## src/rtl/sram_ctl_pkg.sv

```systemverilog
package sram_ctl_pkg;
  typedef enum logic [1:0] {
    SZ_WORD = 2'd0,
    SZ_HALF = 2'd1,
    SZ_BYTE = 2'd2,
    SZ_RSVD = 2'd3
  } size_e;

  typedef enum logic [2:0] {
    ST_IDLE,
    ST_RD_ACT,
    ST_RD_END,
    ST_WR_SET,
    ST_WR_PULSE,
    ST_WR_REC,
    ST_TURN
  } state_e;
endpackage

```

## src/rtl/sram_lane_dec.sv

```systemverilog
module sram_lane_dec #(
  parameter int LANES = 4,
  localparam int OW = $clog2(LANES)
) (
  input  logic [1:0]       size_i,
  input  logic [OW-1:0]    off_i,
  output logic [LANES-1:0] lane_o,
  output logic             bad_o
);
  import sram_ctl_pkg::*;

  for (genvar k = 0; k < LANES; k++) begin : g_lane
    localparam logic [OW-1:0] KIDX = OW'(k);
    always_comb begin
      unique case (size_e'(size_i))
        SZ_WORD: lane_o[k] = 1'b1;
        SZ_HALF: lane_o[k] = (KIDX[OW-1:1] == off_i[OW-1:1]);
        SZ_BYTE: lane_o[k] = (KIDX == off_i);
        default: lane_o[k] = 1'b0;
      endcase
    end
  end

  assign bad_o = (size_e'(size_i) == SZ_RSVD) ||
                 ((size_e'(size_i) == SZ_HALF) && off_i[0]);
endmodule

```

## src/rtl/sram_seq.sv

```systemverilog
module sram_seq #(
  parameter int ACC_CYC = 2,
  parameter int WP_CYC  = 2,
  parameter int TA_CYC  = 1,
  localparam int MAXC = (ACC_CYC > WP_CYC) ? ((ACC_CYC > TA_CYC) ? ACC_CYC : TA_CYC)
                                           : ((WP_CYC > TA_CYC) ? WP_CYC : TA_CYC),
  localparam int CW = $clog2(MAXC + 1)
) (
  input  logic clk_i,
  input  logic rst_ni,
  input  logic start_i,
  input  logic we_i,
  output logic ready_o,
  output logic cs_act_o,
  output logic oe_act_o,
  output logic we_act_o,
  output logic drive_o,
  output logic cap_o
);
  import sram_ctl_pkg::*;

  state_e st_q, st_d;
  logic [CW-1:0] cnt_q, cnt_d;
  logic last;

  assign last = (cnt_q == '0);

  always_comb begin
    st_d  = st_q;
    cnt_d = last ? cnt_q : cnt_q - 1'b1;
    unique case (st_q)
      ST_IDLE: if (start_i) begin
        st_d  = we_i ? ST_WR_SET : ST_RD_ACT;
        cnt_d = CW'(ACC_CYC - 1);
      end
      ST_RD_ACT:   if (last) st_d = ST_RD_END;
      ST_RD_END:   st_d = ST_IDLE;
      ST_WR_SET: begin
        st_d  = ST_WR_PULSE;
        cnt_d = CW'(WP_CYC - 1);
      end
      ST_WR_PULSE: if (last) st_d = ST_WR_REC;
      ST_WR_REC: begin
        st_d  = (TA_CYC == 0) ? ST_IDLE : ST_TURN;
        cnt_d = CW'((TA_CYC > 0) ? TA_CYC - 1 : 0);
      end
      ST_TURN:     if (last) st_d = ST_IDLE;
      default:     st_d = ST_IDLE;
    endcase
  end

  always_ff @(posedge clk_i or negedge rst_ni) begin
    if (!rst_ni) begin
      st_q  <= ST_IDLE;
      cnt_q <= '0;
    end else begin
      st_q  <= st_d;
      cnt_q <= cnt_d;
    end
  end

  assign ready_o  = (st_q == ST_IDLE);
  assign cs_act_o = (st_q == ST_RD_ACT) || (st_q == ST_WR_SET) || (st_q == ST_WR_PULSE);
  assign oe_act_o = (st_q == ST_RD_ACT);
  assign we_act_o = (st_q == ST_WR_PULSE);
  assign drive_o  = (st_q == ST_WR_SET) || (st_q == ST_WR_PULSE) || (st_q == ST_WR_REC);
  assign cap_o    = (st_q == ST_RD_ACT) && last;
endmodule

```

## src/rtl/sram_ctl.sv

```systemverilog
module sram_ctl #(
  parameter int AW      = 19,
  parameter int LANES   = 4,
  parameter int ACC_CYC = 2,
  parameter int WP_CYC  = 2,
  parameter int TA_CYC  = 1,
  localparam int DW = 8 * LANES,
  localparam int OW = $clog2(LANES)
) (
  input  logic          clk_i,
  input  logic          rst_ni,
  input  logic          req_i,
  output logic          ready_o,
  input  logic [AW-1:0] addr_i,
  input  logic          we_i,
  input  logic [1:0]    size_i,
  input  logic [OW-1:0] off_i,
  input  logic [DW-1:0] wdata_i,
  output logic          rvalid_o,
  output logic [DW-1:0] rdata_o,
  output logic          err_o,
  output logic [AW-1:0] sram_addr_o,
  output logic [LANES-1:0] sram_cs_no,
  output logic          sram_we_no,
  output logic          sram_oe_no,
  output logic [DW-1:0] sram_dq_o,
  output logic          sram_dq_oe_o,
  input  logic [DW-1:0] sram_dq_i
);
  logic [LANES-1:0] lane_d, lane_q;
  logic [DW-1:0]    lane_bits;
  logic bad, accept, start;
  logic cs_act, oe_act, we_act, drive, cap;
  logic [AW-1:0] addr_q;
  logic [DW-1:0] wdata_q, rdata_q;
  logic rvalid_q, err_q;

  sram_lane_dec #(.LANES(LANES)) u_dec (
    .size_i (size_i),
    .off_i  (off_i),
    .lane_o (lane_d),
    .bad_o  (bad)
  );

  assign accept = req_i && ready_o;
  assign start  = accept && !bad;

  sram_seq #(.ACC_CYC(ACC_CYC), .WP_CYC(WP_CYC), .TA_CYC(TA_CYC)) u_seq (
    .clk_i    (clk_i),
    .rst_ni   (rst_ni),
    .start_i  (start),
    .we_i     (we_i),
    .ready_o  (ready_o),
    .cs_act_o (cs_act),
    .oe_act_o (oe_act),
    .we_act_o (we_act),
    .drive_o  (drive),
    .cap_o    (cap)
  );

  for (genvar k = 0; k < LANES; k++) begin : g_mask
    assign lane_bits[8*k +: 8] = {8{lane_q[k]}};
  end

  always_ff @(posedge clk_i or negedge rst_ni) begin
    if (!rst_ni) begin
      addr_q   <= '0;
      lane_q   <= '0;
      wdata_q  <= '0;
      rdata_q  <= '0;
      rvalid_q <= 1'b0;
      err_q    <= 1'b0;
    end else begin
      if (start) begin
        addr_q  <= addr_i;
        lane_q  <= lane_d;
        wdata_q <= wdata_i;
      end
      if (cap) rdata_q <= sram_dq_i & lane_bits;
      rvalid_q <= cap;
      err_q    <= accept && bad;
    end
  end

  assign sram_addr_o  = addr_q;
  assign sram_cs_no   = cs_act ? ~lane_q : '1;
  assign sram_oe_no   = !oe_act;
  assign sram_we_no   = !we_act;
  assign sram_dq_o    = wdata_q;
  assign sram_dq_oe_o = drive;
  assign rvalid_o     = rvalid_q;
  assign rdata_o      = rdata_q;
  assign err_o        = err_q;
endmodule

```

## config.mk

```make
export PLATFORM = sky130hd
export DESIGN_NAME = sram_ctl
export DESIGN_NICKNAME = d
export VERILOG_FILES = /design/src/rtl/sram_ctl_pkg.sv /design/src/rtl/sram_lane_dec.sv /design/src/rtl/sram_seq.sv /design/src/rtl/sram_ctl.sv
export SDC_FILE = /design/constraint.sdc
export NUM_CORES = 1
export LEC_CHECK = 0
export ABC_AREA = 1
export ABC_CLOCK_PERIOD_IN_PS = 3000
export BUFFER_PORTS_ARGS = -buffer_cell sky130_fd_sc_hd__buf_2
export CAP_MARGIN = 20
export CORE_UTILIZATION = 43
export CTS_CLUSTER_DIAMETER = 30
export DETAILED_ROUTE_END_ITERATION = 7
export HOLD_SLACK_MARGIN = 0.06
export MAX_ROUTING_LAYER = met4
export PLACE_DENSITY = 0.8
export RECOVER_POWER = 25
export SETUP_SLACK_MARGIN = 0.2
export SYNTH_ARGS = -nofsm -noshare
export SYNTH_HDL_FRONTEND = slang
export SYNTH_SLANG_ARGS = --single-unit
```

## constraint.sdc

```tcl
create_clock -name clk_i -period 3 [get_ports clk_i]
set_input_delay 0 -clock clk_i [delete_from_list [all_inputs] [get_ports clk_i]]
set_output_delay 0 -clock clk_i [all_outputs]
set_load 0.05 [all_outputs]
```

==> results.yml <==
hold_path:
  min_path_cells: 5
  hold_class: "input pin to flop"
  holdPathEnd: "err_o"
  min-delay-start: "off_i[0]"
placement:
  dpl.hpwl_mm: 6.49
  place_congestion: 0.886
  dpl_worst_slack_ns: 1.26
  io_buffers: 183
logic_synthesis:
  ys_seq_area_frac: 0.609
  synth_cell_types: 20
  syn_avg_cell_area_um2: 8.79
  syn_inst: 439
  ys_warn_count: 0
  syn_nets: 530
  ys_seq_elements: 94
  netlist_area_um2: 3860
cells_and_area:
  layout_common_cells: "212 x nand2_1, 182 x buf_2, 94 x dfrtp_1"
  antenna_cells: 0
  fin_nets: 793
  final_common_cell: "nand2_1"
  syn_to_final_growth_pct: 52.7
  fillers: 630
  layout-drive-gt1-share: 0.296
die:
  ios: 184
  dieArea_um2: 9360
  die_x_um: 96.7
  coreArea_um2: 8720
  start_util: 0.443
  num_rows: 34
  die_y_um: 96.7
drt:
  m1WireLength_mm: 4.82
  via_per_inst: 4.98
  wl_mm: 11.8
  vias: 4058
  wl_met2_mm: 6.03
  drcViolationCount: 0
  drtIter0Drc: 145
  wl_per_cell_um: 14.5
  ant_nets: 0
  top_layer_used: "met4"
  route.met3.wl_um: 653
  detail_route.first_pass.iterations: 5
critical_path:
  cp.arrival_ns: 2.59
  r2r_slack_ns: 1.15
  r2r_start: "u_seq.cnt_q[1]"
  rr_worst_depth: 6
  path_class: "input pin to async pin"
  startpoint_type: "input pin"
  regToRegEndpoint: "rdata_o[8]"
  cp.required_ns: 3.56
  path_max_fanout: 42
  end_kind: "async pin"
pwr:
  power_density_nw_per_um2: 1070
  ir_worst_vdd_mv: 0.714
  p_leak_uw: 0.00337
  finalPower_uw: 6320
sta:
  drv_slew: 38
  final_hold_viol_count: 0
  worst_pin_slew_ns: 2.10
  timing.fmax_mhz: 493
  max_slew_margin: -0.397
  timing.final.ws_setup_ns: 0.970
  finalCritPeriodShare: 0.677
  tns_ns: 0
  finalCriticalPeriod_ns: 2.03
  rsz0062_at_grt: "false"
  clock-skew-final_ns: 0.00901
  setup_violations: 0
job:
  cap_violations: 1
global_routing:
  grtUsageTotal: 0.266
  grt-ovfl-total: 0
  grt_max_degree: 80
  grt_pass1_wl_mm: 19.5
  antenna_found_initial: 0
  grt_pass1_vias: 4126
clock_network:
  post_cts_resized: 0
  cts_tree: "built"
  insertion_delay_ns: 0.35
  cts.reportedPaths.clkPinSlew_ns: 0.09
  cts-root-buf: "clkbuf_8"
  numCtsBuffers: 9
  cts_max_path_buffers: 2
  cts.sinks: 94
  h-tree-depth: 3
status:
  violations: "capacitance limit, slew limit"
  status: "complete, but fails checks"
[per-layer routing]
metal	global-route usage	vias to the layer above
li1	-	1910
met4	0.109	0
met5	-	-
met2	0.438	217
met1	0.328	1903
met3	0.0426	28
[critical path, cell delays in order]
cell           delay [ns]
dlygate4sd3_1        0.52
clkbuf_1             1.49
buf_12               0.33
buf_4                0.22
[final cells by class]
cell class | count | area, µm² | share of cell area
sequential | 94 | 2350 | 0.399
timing repair buffer | 276 | 1840 | 0.312
multi-input combinational | 309 | 1310 | 0.222
tap | 108 | 135 | 0.0229
clock buffer | 11 | 131 | 0.0223
clock inverter | 5 | 82.6 | 0.0140
inverter | 12 | 47.5 | 0.00806
[state kept, by name (all words and copies together), names as in the netlist]
name,cells
err_o,1
lane_q,4
rdata_o,32
rvalid_o,1
sram_addr_o,19
sram_dq_o,32
u_seq.cnt_q,2
u_seq.st_q,3
[repair_timing]
item / CTS / global route
hold buffers: 87 / 0
setup buffers: 0 / 0
hold endpoints to repair: 166 / 0
[metrics by stage]
step / std cells / hold slack [ns] / utilization / area (µm²)
4_1_cts: 814 / 0.0646 / 0.675 / 5880
5_1_grt: 815 / 0.128 / 0.676 / 5900
3_3_place_gp: 711 / 0.192 / 0.550 / 4800
2_1_floorplan: 439 / -0.296 / - / 3860
3_5_place_dp: 711 / 0.200 / 0.550 / 4800
6_report: 815 / 0.0858 / 0.676 / 5900
[cells by family (layout without fill, tap and decap cells)]
kind of cell           after synthesis  after routing  share of synthesized area
DFF                                 94             94                      0.609
buffers and inverters               36            304                     0.0519
and+or+nand+nor                    267            267                      0.284
AOI/OAI and AO/OA                   42             42                     0.0548
[worst max-delay path by stage]
stage                   start       endpoint  slack, ns  cells after the start
2_1_floorplan   u_seq.st_q[1]  u_seq.st_q[2]       1.20                      5
3_3_place_gp   u_seq.cnt_q[1]    rdata_o[21]       1.34                      6
3_5_place_dp   u_seq.cnt_q[1]     rdata_o[8]       1.26                      6
4_1_cts        u_seq.cnt_q[1]     rdata_o[8]       1.19                      6
5_1_grt                rst_ni  sram_dq_o[23]       0.55                      3
6_report               rst_ni     rdata_o[9]       0.97                      4
[cells in the mapped netlist]
cell type  count  area share
dfrtp_1       94        0.61
a31oi_1        1      0.0016
o21ai_0       34       0.044
inv_2          2      0.0019
buf_6          5       0.015
a21oi_1        7      0.0091
nand3b_2       1      0.0029
nor2_4         2      0.0058
nor2_1         7      0.0068
nand4_1        1      0.0016
nand2_1      212        0.21
buf_4          5      0.0097
clkbuf_1       9      0.0088
buf_2          5      0.0065
nand3_4        1      0.0045
nand3_1       41       0.053
inv_4          1      0.0016
nor3_1         1      0.0013
inv_1          9      0.0088
nand2_2        1      0.0016
[power breakdown]
| group | switching (µW) | internal, µW |
|---|---|---|
| Sequential | 343 | 1740 |
| Combinational | 2590 | 749 |
| Clock | 425 | 474 |
| Total | 3360 | 2960 |
(Power assumes the default switching activity.)
